==> src/rtl/raster_pkg.sv <==
package raster_pkg;

  // registered drive-side outputs of the raster counter
  typedef struct packed {
    logic vdrv_n;
    logic hdrv_n;
    logic blank;
    logic sof;
  } drive_t;

  localparam drive_t DRIVE_IDLE = '{vdrv_n: 1'b1, hdrv_n: 1'b1, blank: 1'b0, sof: 1'b0};

endpackage

==> src/rtl/raster_col_counter.sv <==
module raster_col_counter #(
  parameter int COLS = 88,
  parameter int CW   = $clog2(COLS + 1)
) (
  input  logic          clk,
  input  logic          rst,
  input  logic          stb,
  output logic [CW-1:0] col
);
  localparam logic [CW-1:0] COL_FIRST = CW'(1);
  localparam logic [CW-1:0] COL_LAST  = CW'(COLS);

  always_ff @(posedge clk) begin
    if (rst) begin
      col <= COL_FIRST;
    end else if (stb) begin
      if (col == COL_LAST) col <= COL_FIRST;
      else                 col <= col + CW'(1);
    end
  end
endmodule

==> src/rtl/raster_line_counter.sv <==
module raster_line_counter #(
  parameter int LINES   = 14,
  parameter int ADV_COL = 80,
  parameter int CW      = 7,
  parameter int LW      = $clog2(LINES + 1)
) (
  input  logic          clk,
  input  logic          rst,
  input  logic          stb,
  input  logic [CW-1:0] col,
  output logic [LW-1:0] line,
  output logic          enter_rt,
  output logic          leave_rt
);
  localparam logic [LW-1:0] LINE_FIRST = LW'(1);
  localparam logic [LW-1:0] LINE_RT    = LW'(LINES);
  localparam logic [LW-1:0] LINE_PRE   = LW'(LINES - 1);

  logic adv;

  assign adv      = stb && (col == CW'(ADV_COL));
  assign enter_rt = adv && (line == LINE_PRE);
  assign leave_rt = adv && (line == LINE_RT);

  always_ff @(posedge clk) begin
    if (rst) begin
      line <= LINE_FIRST;
    end else if (adv) begin
      if (line == LINE_RT) line <= LINE_FIRST;
      else                 line <= line + LW'(1);
    end
  end
endmodule

==> src/rtl/raster_drive_gen.sv <==
module raster_drive_gen
  import raster_pkg::*;
#(
  parameter int HD_LEN   = 4,
  parameter int MARK_COL = 87,
  parameter int CW       = 7,
  parameter int LW       = 4
) (
  input  logic          clk,
  input  logic          rst,
  input  logic          stb,
  input  logic          enter_rt,
  input  logic          leave_rt,
  input  logic [CW-1:0] col,
  input  logic [LW-1:0] line,
  output drive_t        drv
);
  localparam int HW = (HD_LEN < 2) ? 1 : $clog2(HD_LEN);

  logic [HW-1:0] hcnt;
  logic          vdrv_nx;
  logic          hdrv_nx;
  logic          sof_nx;

  // next-state decode, taken only on strobe clocks
  always_comb begin
    vdrv_nx = drv.vdrv_n;
    if (enter_rt)      vdrv_nx = 1'b0;
    else if (leave_rt) vdrv_nx = 1'b1;

    hdrv_nx = drv.hdrv_n;
    if (leave_rt)                       hdrv_nx = 1'b0;
    else if (!drv.hdrv_n && hcnt == '0) hdrv_nx = 1'b1;

    // the tail of line 1 past the advance column only follows retrace
    sof_nx = (col == CW'(MARK_COL - 1)) && (line == LW'(1));
  end

  always_ff @(posedge clk) begin
    if (rst) begin
      drv  <= DRIVE_IDLE;
      hcnt <= '0;
    end else if (stb) begin
      drv.vdrv_n <= vdrv_nx;
      drv.hdrv_n <= hdrv_nx;
      drv.blank  <= !vdrv_nx || !hdrv_nx;
      drv.sof    <= sof_nx;
      if (leave_rt)                   hcnt <= HW'(HD_LEN - 1);
      else if (!drv.hdrv_n && hcnt != '0) hcnt <= hcnt - HW'(1);
    end
  end
endmodule

==> src/rtl/raster_timing.sv <==
module raster_timing
  import raster_pkg::*;
#(
  parameter int COLS     = 88,
  parameter int ADV_COL  = 80,
  parameter int LINES    = 14,
  parameter int HD_LEN   = 4,
  parameter int MARK_COL = 87,
  localparam int CW      = $clog2(COLS + 1),
  localparam int LW      = $clog2(LINES + 1)
) (
  input  logic          clk,
  input  logic          rst,
  input  logic          chr_stb,
  output logic [CW-1:0] col_o,
  output logic [LW-1:0] line_o,
  output logic          vdrv_n,
  output logic          hdrv_n,
  output logic          blank,
  output logic          sof
);
  logic   enter_rt;
  logic   leave_rt;
  drive_t drv;

  raster_col_counter #(.COLS(COLS), .CW(CW)) u_col (
    .clk (clk),
    .rst (rst),
    .stb (chr_stb),
    .col (col_o)
  );

  raster_line_counter #(.LINES(LINES), .ADV_COL(ADV_COL), .CW(CW), .LW(LW)) u_line (
    .clk      (clk),
    .rst      (rst),
    .stb      (chr_stb),
    .col      (col_o),
    .line     (line_o),
    .enter_rt (enter_rt),
    .leave_rt (leave_rt)
  );

  raster_drive_gen #(.HD_LEN(HD_LEN), .MARK_COL(MARK_COL), .CW(CW), .LW(LW)) u_drv (
    .clk      (clk),
    .rst      (rst),
    .stb      (chr_stb),
    .enter_rt (enter_rt),
    .leave_rt (leave_rt),
    .col      (col_o),
    .line     (line_o),
    .drv      (drv)
  );

  assign vdrv_n = drv.vdrv_n;
  assign hdrv_n = drv.hdrv_n;
  assign blank  = drv.blank;
  assign sof    = drv.sof;
endmodule

==> config.mk <==
export PLATFORM = sky130hd
export DESIGN_NAME = raster_timing
export DESIGN_NICKNAME = d
export VERILOG_FILES = /design/src/rtl/raster_pkg.sv /design/src/rtl/raster_col_counter.sv /design/src/rtl/raster_line_counter.sv /design/src/rtl/raster_drive_gen.sv /design/src/rtl/raster_timing.sv
export SDC_FILE = /design/constraint.sdc
export NUM_CORES = 1
export LEC_CHECK = 0
export ABC_AREA = 1
export BUFFER_PORTS_ARGS = -buffer_cell sky130_fd_sc_hd__buf_2
export CAP_MARGIN = 20
export CORE_UTILIZATION = 39
export DETAILED_ROUTE_END_ITERATION = 12
export GPL_ROUTABILITY_DRIVEN = 0
export PLACE_DENSITY_LB_ADDON = 0.1
export SETUP_SLACK_MARGIN = 0.4
export SYNTH_ARGS = -nofsm -noshare
export SYNTH_HDL_FRONTEND = slang
export SYNTH_SLANG_ARGS = --single-unit
==> constraint.sdc <==
create_clock -name clk -period 3.5 [get_ports clk]
set_input_delay 0.35 -clock clk [delete_from_list [all_inputs] [get_ports clk]]
set_output_delay 0.35 -clock clk [all_outputs]
set_load 0.02 [all_outputs]
# Word-level counts from Yosys, hierarchy flattened
# Index checks and enable logic that the tools add are counted.
# W data, S select, Z words.
[totals]
word_cells = 38
input_bits = 3
register_bits = 17
[op_classes]
n_mux = 8
n_eq_ne = 6
reduce_logical = 14
add_sub_neg = 3
[op_table]
columns = ["cell", "count"]
rows = [
  ["$eq A7 B7 Y1 const B", 3],
  ["$eq A4 B4 Y1 const B", 2],
  ["$add A7 B1 Y7 const B", 1],
  ["$mux W7", 1],
  ["$logic_and A1 B1 Y1", 6],
  ["$add A4 B1 Y4 const B", 1],
  ["$eq A4 B1 Y1 const B", 1],
  ["$mux W1", 4],
  ["$mux W2", 2],
  ["$mux W4", 1],
  ["$reduce_bool A2 Y1", 2],
  ["$logic_not A1 Y1", 3],
  ["$logic_not A2 Y1", 1],
  ["$reduce_and A2 Y1", 1],
  ["$sub A2 B1 Y2 const B", 1],
  ["$logic_or A1 B1 Y1", 1],
]

# Logic depth before layout (Yosys ltp)
# Gate-level depths: netlist of the first run.
[logic_depth]
depth_word = 7
ltp_mapped = 10

# Modules after synthesis
# From an unflattened synthesis of the first run, not the netlist that was laid out.
[unflattened]
hier_cells = 153
area_unflattened_um2 = 1003.5
[by_module_without_submodules]
columns = ["module", "instances", "cells_per_inst", "seq_area_each_um2", "area_each_um2"]
rows = [
  ["raster_col_counter", 1, 58, 140.1, 422.9],
  ["raster_drive_gen", 1, 50, 120.1, 311.5],
  ["raster_line_counter", 1, 45, 80.1, 269.0],
]

# Least setup slack after synthesis of the first run
# OpenSTA, ideal clock, no wires.
[synth_path]
path_kind = "register to register"
startpoint = "register u_col.col[0]"
endpoint = "register u_line.line[2]"
setup_time_ns = 0.116
n_path_buf = 0
synth_period_minus_slack_ns = 1.371
t_required_ns = 3.384
path_stages_with_launch = 8
setup_slack_ns = 2.129
t_arrival_ns = 1.255
cell_sequence = "dfxtp_1 > inv_1 > ha_1 > nand2_1 > nor2_2 > nand2_2 > o21bai_1 > and3_1"
[synth_via]
elab_chain_cells = 2
[synth_rtl]
columns = ["element", "line_no", "text"]
rows = [
  ["from (decl)", "raster_col_counter.sv:8", "output logic [CW-1:0] col"],
  ["from (signal assigned)", "raster_col_counter.sv:18", "else col <= col + CW'(1);"],
  ["$eq A7 B7 Y1", "raster_line_counter.sv:21", "assign adv = stb && (col == CW'(ADV_COL));"],
  ["$logic_and A1 B1 Y1", "raster_line_counter.sv:21", ""],
  ["to (signal assigned)", "raster_line_counter.sv:30", "else line <= line + LW'(1);"],
  ["to (decl)", "raster_line_counter.sv:11", "output logic [LW-1:0] line,"],
]
# No other way between the ends.
# A chain may end at the register's enable or synchronous reset.

# Final worst setup path of the first run
# Ends and elaborated chain as after synthesis.

==> key figures, run 1 <==
Run status
  – Status: complete, no violations

Synthesis
  – Largest cells by area after synthesis: dfxtp_1 40%, nand2_1 10%, inv_1 7.0%
  – EDFF count, synth: 0
  – Synth cell types: 23
  – Ys flop type: dfxtp_1
  – Gate Count Post-Synth: between 100 and 150
  – Post-synth top area share: 0.396
  – Sequential element share of the synthesized area: 0.396
  – Synthesized cell area: about 860 um2
  – Asr flop ratio synth: 0
  – Number of synthesized register bits: 17
  – Cell taking the most area after synthesis: dfxtp_1
  – Yosys warning count: 0
  – Synthesized Nets: 127
  – Synthesized area per cell: a little over 7 um2

CTS
  – Post-CTS Setup Bufs: 0
  – Clock buffer depth: 2
  – Cts hold-fix bufs: 0
  – Worst-Skew Late Latency: 300 ps
  – Clock transition at path regs: between 100 and 150 ps
  – Cts bufs inserted: 3
  – Root buf cell: clkbuf_4
  – CTS tree: built
  – Count of cells resized by post-cts repair: 0
  – H-tree levels: 1
  – Clock sink count: 17

Power and ir drop
  – Sequential Power Share: 0.593
  – Clock power share: 0.314
  – Worst IR drop on VDD: 253 uV
  – Logic gate share of total power: 0.093
  – Switching share of power: 0.266
  – Total Power: 341 uW
  – Psw: 90.9 uW
  – Pwr dens: 342 nW/um2
  – P_int: 250 uW
  – Leakage: 0.000472 uW

Floorplan
  – Die Ht: 48.9 um
  – # IOs: 18
  – Rows: 16
  – Core area: between 2000 and 2500 um2
  – Die area: 2400 um2
  – Initial Util: 0.425
  – Die X: 48.9 um

Hold path
  – Hold Crit Start: rst
  – Worst min-delay path class: primary input to flop

Setup path
  – Cells along the critical path: inv_1 > ha_1 > nand2_1 > nor2_2 > nand2_2 > o21ai_1 > inv_1 > and3_1
  – CP Launch Point: u_col.col[0]
  – Cell family with most CP delay: simple AND/OR/NAND/NOR gates
  – CP max stage delay: 370 ps
  – CP required: 3700 ps
  – CP Data Arrival Time: 1600 ps
  – Crit path kind: flop to flop
  – Slowest CP cell: dfxtp_1
  – CP max FO: 8
  – CP bufs+invs: 2
  – CP Capture Type: flop
  – Reg2reg setup slack: 2110 ps
  – CP startpoint kind: flop
  – Reg-to-reg startpoint: u_col.col[0]
  – CP dominant cell by count: inv_1

Layout
  – P&R area growth vs syn: 16.2%
  – # diodes: 0
  – Share of cells above drive strength 1: 0.221
  – Nets: ~150
  – Most common cell after layout, fill and taps aside: nand2_1
  – Final Cell Area: about 1000 um2
  – Most frequent cells in the layout: 24 x nand2_1, 17 x buf_2, 17 x dfxtp_1, 16 x inv_1, 15 x nor2_1

STA
  – Final TNS setup: 0 ps
  – Fmax: 0.718 GHz
  – Hold Vio Cnt, Final: 0
  – Final min period: ~1400 ps
  – Clock Skews: 9.15 ps
  – Slew of the pin with the lowest slew margin: between 200 and 300 ps
  – RSZ-0062 raised after global routing: no
  – Period utilisation layout: 0.398
  – Worst hold slack: approximately 330 ps
  – Final count of pins violating max slew: 0
  – Endpoints failing setup: 0
  – Slew HR: 0.817

Placed design
  – I/O Buffers: 17
  – Dpl hpwl: 1330 um
  – Placed inst area: between 900 and 1000 um2

GRT
  – Number of global-route vias before repair: 729
  – Pin count of the biggest net entering global routing: 13
  – Initial antenna violation count: 0
  – Total track usage: 0.171
  – First-pass GRT wire length: around 3200 um
  – Total gr overflow: 0

Detailed routing
  – DRC viols: 0
  – 1st-iter DRT viols: 7
  – First drt pass iteration count: 4
  – Via count: approximately 800
  – WL final: ~1800 um
  – Post-DRT Antenna Nets: 0
  – Via-per-instance ratio: 4.72
  – Wire per inst: roughly 11 um

Run
  – Max_cap viols: 0
## worst paths after layout
check,endpoint,cells after the start
worst max-delay path,u_line.line[2],8
worst min-delay path,u_drv.drv[0],2
worst max register to register,u_line.line[2],8
worst min register to register,u_drv.drv[0],2
## layout make-up
type                            instances  area [um2]
Clock buffer                            3        22.5
Clock inverter                          1        5.00
Fill cell                             235        1020
Inverter                               18        67.6
Multi-Input combinational cell         84         444
Sequential cell                        17         340
Tap cell                               27        33.8
Timing Repair Buffer                   17        85.1
## cells by family after synthesis
kind of cell,share of synthesized area
AOI/OAI and AO/OA,0.0961
xor gates and xnor gates,0.0306
adders and majority gates,0.0582
buffers and inverters,0.0873
DFF,0.396
and+or+nand+nor,0.332
## sequential cells by signal (all words and copies together) (netlist names)
| name | flops |
|---|---|
| u_col.col | 7 |
| u_line.line | 4 |
| u_drv.hcnt | 2 |
| u_drv.drv | 4 |
## worst register-to-register path: stages (launching register included)
cell and delay [ps]:
dfxtp_1 370, inv_1 100, ha_1 170, nand2_1 70
nor2_2 160, nand2_2 140, o21ai_1 140, inv_1 40
and3_1 130
## synthesized netlist by cell type (all sizes together), types with 2 or more instances
master	number
nand2	26
nor2	20
inv	18
dfxtp	17
o21ai	7
a21oi	5
nand3	5
ha	4
nand4	4
nor3	4
o21bai	2
xor2	2
## routing by layer
layer	track usage	vias up	wire, um
li1	-	423	-
met1	0.211	344	834
met2	0.278	19	823
met3	0.0623	2	102
met4	0.0490	0	15
met5	0	-	0
## through the flow
| stage | instances | util | worst slack, ps |
|---|---|---|---|
| floorplan | 120 | - | 2130 |
| global placement | 163 | 0.480 | 2100 |
| detailed placement | 163 | 0.480 | 2100 |
| CTS | 167 | 0.494 | 2100 |
| global route | 167 | 0.494 | 1940 |
| finish | 167 | 0.494 | 2110 |
## power by group through the flow
stage          logic, uW  clock network [uW]  registers [uW]
2_1_floorplan       17.3                   0             211
3_3_place_gp        31.6                   0             207
3_5_place_dp        31.7                   0             207
4_1_cts             32.0                 112             202
5_1_grt             36.3                 121             203
6_report            31.8                 107             202
No activity file was read; power rests on OpenSTA's default activity.
==> run 2, diff against run 1 <==
--- a/config.mk
+++ b/config.mk
@@ -5,7 +5,7 @@
 export SDC_FILE = /design/constraint.sdc
 export NUM_CORES = 1
 export LEC_CHECK = 0
-export ABC_AREA = 1
+export ABC_AREA = 0
 export BUFFER_PORTS_ARGS = -buffer_cell sky130_fd_sc_hd__buf_2
 export CAP_MARGIN = 20
 export CORE_UTILIZATION = 39
==> constraint.sdc (replaced) <==
create_clock -name clk -period 1.2 [get_ports clk]
set_input_delay 0.12 -clock clk [delete_from_list [all_inputs] [get_ports clk]]
set_output_delay 0.12 -clock clk [all_outputs]
set_load 0.02 [all_outputs]
==> run 2 against run 1 <==
  * The run now ends with negative setup slack left
  * Non-clock buffer count increased by 33
  * Synthesized cell count decreased by 11%
  * Combinational power increased to 7.4 times the previous value
  * Largest power group unchanged
  * Fmax increased by 5.4%
  * Largest cell class unchanged
  * Highest routed layer unchanged
==> key figures, run 2 <==
GRT
  – Number of global-route vias before repair: 897 (was 729)
  – Total track usage: 0.224 (was 0.171)
  – First-pass GRT wire length: 4340 um (was 3160 um)
  – Total gr overflow: 0 (unchanged)
  – Initial antenna violation count: 0 (unchanged)
  – Pin count of the biggest net entering global routing: 12 (was 13)

Synthesis
  – Synth cell count leaders: 17 x dfxtp_1, 10 x nor2_1, 8 x a21oi_1, 8 x inv_1, 6 x nand4_1 (was 24 x nand2_1, 17 x dfxtp_1, 16 x inv_1)
  – EDFF count, synth: 0 (unchanged)
  – Sequential element share of the synthesized area: 0.353 (was 0.396)
  – Post-synth top area share: 0.353 (was 0.396)
  – Largest cells by area after synthesis: dfxtp_1 35%, ha_1 5.2%, a21oi_1 4.2% (was dfxtp_1 40%, nand2_1 10%, inv_1 7.0%)
  – Synthesized cell area: 965 um2 (was 860 um2)
  – Ys flop type: dfxtp_1 (unchanged)
  – Main combinational cell family by area after synthesis: simple AND/OR/NAND/NOR gates (unchanged)
  – Gate Count Post-Synth: 107 (was 120)
  – Asr flop ratio synth: 0 (unchanged)
  – Synthesized area per cell: 9.02 um2 (was 7.16 um2)
  – Adder and majority cell fraction of the synthesized area: 0.0519 (was 0.0582)
  – Post-synthesis compound-gate area fraction: 0.182 (was 0.0961)
  – Cell taking the most area after synthesis: dfxtp_1 (unchanged)
  – Mux contribution to synthesized area: 0.0208 (was 0)
  – Synthesized Nets: 114 (was 127)
  – Post-Synth XOR/XNOR Area: 0.0454 (was 0.0306)
  – Number of synthesized register bits: 17 (unchanged)
  – Yosys warning count: 0 (unchanged)
  – Synth cell types: 38 (was 23)
  – Post-synthesis simple-gate area fraction: 0.281 (was 0.332)
  – Count leader, synth: dfxtp_1 (was nand2_1)

Power and ir drop
  – Pwr dens: 702 nW/um2 (was 342 nW/um2)
  – Leakage: 0.000661 uW (was 0.000472 uW)
  – Psw: 307 uW (was 90.9 uW)
  – Clock power share: 0.277 (was 0.314)
  – Total Power: 1130 uW (was 341 uW)
  – Worst IR drop on VDD: 510 uV (was 253 uV)
  – P_int: 821 uW (was 250 uW)
  – Sequential Power Share: 0.514 (was 0.593)
  – Logic gate share of total power: 0.209 (was 0.093)
  – Switching share of power: 0.272 (was 0.266)

Floorplan
  – Core area: 2280 um2 (was 2020 um2)
  – Die Ht: 51.7 um (was 48.9 um)
  – Initial Util: 0.424 (was 0.425)
  – Die X: 51.7 um (was 48.9 um)
  – Rows: 17 (was 16)
  – # IOs: 18 (unchanged)
  – Die area: 2680 um2 (was 2400 um2)

CTS
  – Clock buffer depth: 2 (unchanged)
  – Cts bufs inserted: 3 (unchanged)
  – Clock transition at path regs: 110 ps (about the same)
  – CTS tree: built (unchanged)
  – Worst-Skew Late Latency: 290 ps (was 300 ps)
  – Clock sink count: 17 (unchanged)
  – Root buf cell: clkbuf_4 (unchanged)
  – H-tree levels: 1 (unchanged)

Layout
  – Biggest registers after layout: u_col.col x7, u_drv.drv x4, u_line.line x4 (unchanged)
  – # diodes: 0 (unchanged)
  – Share of cells above drive strength 1: 0.613 (was 0.221)
  – Nets: 163 (was 148)
  – Util after Layout: 0.706 (was 0.494)
  – Layout fillers: 173 (was 235)
  – P&R area growth vs syn: 66.5% (was 16.2%)
  – Largest reg by FF count: u_col.col (unchanged)
  – Max FFs per register: 7 (unchanged)
  – Multi-input logic area: 669 um2 (was 444 um2)
  – Reg area: 383 um2 (was 340 um2)
  – Most common cell after layout, fill and taps aside: buf_6 (was nand2_1)
  – Most frequent cells in the layout: 24 x buf_6, 23 x buf_4, 9 x nor2_1, 9 x dfxtp_4, 7 x dfxtp_2 (was 24 x nand2_1, 17 x buf_2, 17 x dfxtp_1, 16 x inv_1, 15 x nor2_1)

Detailed routing
  – Wire per inst: 15.0 um (was 10.6 um)
  – DRC viols: 0 (unchanged)
  – Via-per-instance ratio: 5.36 (was 4.72)
  – WL final: 2750 um (was 1780 um)
  – Via count: 980 (was 788)
  – First drt pass iteration count: 4 (unchanged)
  – 1st-iter DRT viols: 16 (was 7)
  – Post-DRT Antenna Nets: 0 (unchanged)

Placed design
  – Dpl hpwl: 1790 um (was 1330 um)
  – I/O Buffers: 17 (unchanged)
  – Pre-CTS WS: -154 ps (was 2100 ps)

STA
  – Clock Skews: 12.1 ps (was 9.15 ps)
  – Worst hold slack: 141 ps (was 327 ps)
  – Slew of the pin with the lowest slew margin: 337 ps (was 273 ps)
  – Slew HR: 0.773 (was 0.817)
  – Period utilisation layout: 1.10 (was 0.398)
  – Endpoints failing setup: 14 (was 0)
  – Fmax: 0.757 GHz (was 0.718 GHz)
  – Final TNS setup: -1340 ps (was 0 ps)
  – Final min period: 1320 ps (was 1390 ps)
  – Hold Vio Cnt, Final: 0 (unchanged)
  – Setup ws final: -122 ps (was 2110 ps)
  – RSZ-0062 raised after global routing: yes (was no)
  – Final count of pins violating max slew: 0 (unchanged)

Setup path
  – CP required: 1380 ps (was 3700 ps)
  – Crit path kind: flop to flop (unchanged)
  – CP max FO: 5 (was 8)
  – CP Capture Type: flop (unchanged)
  – CP Data Arrival Time: 1500 ps (was 1600 ps)
  – CP startpoint kind: flop (unchanged)

Run status
  – Status: finished, violations left (was complete, no violations)
  – Failing checks: negative setup slack

Hold path
  – Worst min-delay path class: primary input to flop (unchanged)

Run
  – Max_cap viols: 0 (unchanged)
[run 2: cell count changes in the layout (fill, tap and decap cells not counted), moves of 4 or more]
cell,previous run,this run
dfxtp_1,17,1
nor3_1,4,0
nor2_2,5,1
nor2_1,15,9
buf_4,0,23
dfxtp_4,0,9
buf_2,17,2
inv_1,16,4
nand2_1,24,3
dfxtp_2,0,7
buf_6,0,24
[run 2: per-layer routing]
layer / share of wire / up-vias / global-route usage
met3: 0.021 / 4 / 0.0263
met5: 0 / - / 0
li1: - / 488 / -
met2: 0.48 / 15 / 0.348
met1: 0.49 / 473 / 0.316
met4: 0.0091 / 0 / 0.0811
[run 2: cell families after synthesis]
family | after synthesis
buffers and inverters | 14
and+or+nand+nor | 43
muxes | 2
AOI/OAI and AO/OA | 22
DFF | 17
adders and majority gates | 4
xor gates and xnor gates | 5
[run 2: worst paths after layout]
check	from	to	slack, ps	cells past startpoint
setup / recovery	u_col.col[0]	u_drv.drv[3]	-120	5
hold / removal	rst	u_col.col[1]	140	2
setup reg to reg	u_col.col[0]	u_drv.drv[3]	-120	5
hold reg to reg	u_drv.drv[0]	u_drv.drv[0]	480	2
[run 2: power groups by stage]
stage | clock network, uW | registers, uW | logic (uW)
2_1_floorplan | 0 | 621 | 81.1
3_3_place_gp | 0 | 598 | 184
3_5_place_dp | 0 | 599 | 186
4_1_cts | 324 | 584 | 221
5_1_grt | 351 | 582 | 257
6_report | 312 | 580 | 236
[run 2: area by class of cell]
cell class,instances,share of cell area
tap,28,0.0218
sequential,17,0.238
inverter,8,0.0218
timing repair buffer,50,0.285
clock buffer,4,0.0164
multi-input combinational,76,0.417
[run 2: metrics by stage]
| step | area (um2) | std cells |
|---|---|---|
| 6_report | 1610 | 183 |
| 5_1_grt | 1610 | 183 |
| 4_1_cts | 1510 | 181 |
| 3_5_place_dp | 1310 | 173 |
| 3_3_place_gp | 1310 | 173 |
| 2_1_floorplan | 1050 | 107 |
[run 2: critical path: stages, from the launching register on]
cell and delay, ps:
dfxtp_4 380, inv_4 40, ha_4 150, and3b_2 250, and3_4 170, a211o_1 220
[run 2: what timing repair did]
action                                  CTS  global route
endpoints found under the setup margin   32            32
pin swaps                                 7             3
setup buffers                             4             2
endpoints found under the hold margin     0             0
cloned                                    0             0
resized for setup                        46            24
hold buffers                              0             0
==> run 3, diff against run 2 <==
--- a/config.mk
+++ b/config.mk
@@ -6,13 +6,13 @@
 export NUM_CORES = 1
 export LEC_CHECK = 0
 export ABC_AREA = 0
-export BUFFER_PORTS_ARGS = -buffer_cell sky130_fd_sc_hd__buf_2
+export BUFFER_PORTS_ARGS = -buffer_cell sky130_fd_sc_hd__buf_4
 export CAP_MARGIN = 20
 export CORE_UTILIZATION = 39
 export DETAILED_ROUTE_END_ITERATION = 12
 export GPL_ROUTABILITY_DRIVEN = 0
+export GPL_TIMING_DRIVEN = 0
 export PLACE_DENSITY_LB_ADDON = 0.1
-export SETUP_SLACK_MARGIN = 0.4
 export SYNTH_ARGS = -nofsm -noshare
 export SYNTH_HDL_FRONTEND = slang
 export SYNTH_SLANG_ARGS = --single-unit
==> run 3 against run 2 <==
  * Largest power group unchanged
  * Critical path depth stayed put
  * Register-to-register slack got worse by 50 ps
  * Global-route usage shrank 3.1 points
  * Power down 1.4%
  * Setup slack lost 48 ps
  * Largest cell class unchanged
  * First-iteration DRC count is 19% higher
  * The flow still finishes with violations (negative setup slack)
==> key figures, run 3 (synthesized netlist as in run 2, its figures left out) <==
Run status
  – Status: finished, violations left (unchanged)
  – Failing checks: negative setup slack (unchanged)

GRT
  – Initial antenna violation count: 0 (unchanged)
  – Total track usage: 0.193 (was 0.224)
  – Pin count of the biggest net entering global routing: 11 (was 12)
  – Number of global-route vias before repair: 849 (was 897)
  – Total gr overflow: 0 (unchanged)
  – First-pass GRT wire length: 3860 um (was 4340 um)

Floorplan
  – Rows: 17 (unchanged)
  – Core area: 2280 um2 (unchanged)
  – Die area: 2680 um2 (unchanged)
  – Die X: 51.7 um (unchanged)
  – Initial Util: 0.424 (unchanged)
  – Die Ht: 51.7 um (unchanged)
  – # IOs: 18 (unchanged)

STA
  – Slew of the pin with the lowest slew margin: 580 ps (was 337 ps)
  – Fmax: 0.730 GHz (was 0.757 GHz)
  – RSZ-0062 raised after global routing: yes (unchanged)
  – Final TNS setup: -1500 ps (was -1340 ps)
  – Slew HR: 0.613 (was 0.773)
  – Hold Vio Cnt, Final: 0 (unchanged)
  – Setup ws final: -170 ps (was -122 ps)
  – Endpoints failing setup: 15 (was 14)
  – Final count of pins violating max slew: 0 (unchanged)
  – Clock Skews: 3.16 ps (was 12.1 ps)
  – Period utilisation layout: 1.14 (was 1.10)
  – Final min period: 1370 ps (was 1320 ps)

Setup path
  – CP startpoint kind: flop (unchanged)
  – CP required: 1400 ps (was 1380 ps)
  – Crit path kind: flop to flop (unchanged)
  – CP Capture Type: flop (unchanged)
  – CP max stage delay: 390 ps (was 380 ps)
  – Cells along the critical path: and4bb_1 > buf_6 > buf_6 > and3_4 > a211o_1 (was inv_4 > ha_4 > and3b_2 > and3_4 > a211o_1)
  – Slowest CP cell: dfxtp_4 (unchanged)
  – CP Data Arrival Time: 1570 ps (was 1500 ps)
  – CP dominant cell by count: buf_6
  – Reg2Reg Depth: 5 (unchanged)
  – CP max FO: 7 (was 5)

Layout
  – Most common cell after layout, fill and taps aside: buf_4 (was buf_6)
  – Most frequent cells in the layout: 32 x buf_4, 10 x nor2_1 (was 24 x buf_6, 23 x buf_4, 9 x nor2_1, 9 x dfxtp_4, 7 x dfxtp_2)
  – Layout fillers: 196 (was 173)
  – P&R area growth vs syn: 51.0% (was 66.5%)
  – Max FFs per register: 7 (unchanged)
  – Largest reg by FF count: u_col.col (unchanged)
  – Final Cell Area: 1460 um2 (was 1610 um2)
  – Nets: 153 (was 163)
  – # diodes: 0 (unchanged)
  – Util after Layout: 0.640 (was 0.706)
  – Share of cells above drive strength 1: 0.531 (was 0.613)
  – Biggest registers after layout: u_col.col x7, u_drv.drv x4, u_line.line x4 (unchanged)

Detailed routing
  – Post-DRT Antenna Nets: 0 (unchanged)
  – 1st-iter DRT viols: 19 (was 16)
  – Wire per inst: 14.1 um (was 15.0 um)
  – First drt pass iteration count: 4 (unchanged)
  – WL final: 2440 um (was 2750 um)
  – Via count: 962 (was 980)
  – Via-per-instance ratio: 5.56 (was 5.36)
  – DRC viols: 0 (unchanged)

Placed design
  – I/O Buffers: 17 (unchanged)
  – Dpl hpwl: 1480 um (was 1790 um)
  – Placed inst area: 1180 um2 (was 1310 um2)

Power and ir drop
  – Psw: 316 uW (was 307 uW)
  – Logic gate share of total power: 0.177 (was 0.209)
  – P_int: 796 uW (was 821 uW)
  – Leakage: 0.000596 uW (was 0.000661 uW)
  – Switching share of power: 0.284 (was 0.272)
  – Total Power: 1110 uW (was 1130 uW)
  – Clock power share: 0.293 (was 0.277)
  – Sequential Power Share: 0.530 (was 0.514)
  – Pwr dens: 764 nW/um2 (was 702 nW/um2)
  – Worst IR drop on VDD: 695 uV (was 510 uV)

Hold path
  – Worst min-delay path class: primary input to flop (unchanged)
  – Hold Crit Depth: 3 (was 2)

CTS
  – Clock buffer depth: 2 (unchanged)
  – Clock sink count: 17 (unchanged)
  – Worst-Skew Late Latency: 300 ps (was 290 ps)
  – CTS tree: built (unchanged)
  – H-tree levels: 1 (unchanged)
  – Cts bufs inserted: 3 (unchanged)
  – Clock transition at path regs: 110 ps (about the same)
  – Root buf cell: clkbuf_4 (unchanged)
  – Cts hold-fix bufs: 0 (unchanged)

Run
  – Max_cap viols: 0 (unchanged)
==> run 3: path summary, 6_finish.rpt <==
path	from	endpoint	slack, ps
setup reg to reg	u_col.col[3]	u_drv.drv[3]	-170
hold / removal	rst	u_line.line[0]	140
setup / recovery	u_col.col[3]	u_drv.drv[3]	-170
hold reg to reg	u_drv.drv[0]	u_drv.drv[0]	480
==> run 3: layout make-up <==
type	instances	area, um2	share of cell area
Sequential cell	17	367	0.252
Inverter	8	35.0	0.0241
Buffer	5	42.5	0.0292
Tap cell	28	35.0	0.0241
Multi-Input combinational cell	76	676	0.464
Clock buffer	3	22.5	0.0155
Timing Repair Buffer	35	274	0.188
Clock inverter	1	5.00	0.00344
==> run 3: stage by stage <==
step / setup WS, ps / hold WS, ps / cells
4_1_cts: -164 / 127 / 165
6_report: -170 / 144 / 173
2_1_floorplan: -145 / 282 / 107
5_1_grt: -242 / 153 / 173
3_3_place_gp: -180 / 444 / 152
3_5_place_dp: -186 / 442 / 152
==> run 3: timing repair <==
action                                 CTS  global route
resized for setup                        9            20
pin swaps                               13             7
setup endpoints to repair               14            16
buffers inserted                         9             9
endpoints found under the hold margin    0             0
==> run 3: power by group through the flow <==
stage	combinational [uW]	clock [uW]	sequential [uW]
6_report	196	326	590
5_1_grt	216	362	592
4_1_cts	182	327	593
3_5_place_dp	140	0	613
3_3_place_gp	138	0	612
2_1_floorplan	81.1	0	625
==> run 3: layer usage <==
layer | global-route usage | vias to the layer above | wire length, um
met4 | 0.0856 | 0 | 34
met2 | 0.277 | 34 | 1090
met1 | 0.278 | 457 | 1230
met5 | 0 | - | 0
met3 | 0.0351 | 6 | 89
li1 | - | 465 | -
==> run 3: worst max-delay path: cells and delay by family (launching register included) <==
family / cells / cell delay (ps)
AOI/OAI and AO/OA: 1 / 210
buffers and inverters: 2 / 260
DFF: 1 / 390
and+or+nand+nor: 2 / 400
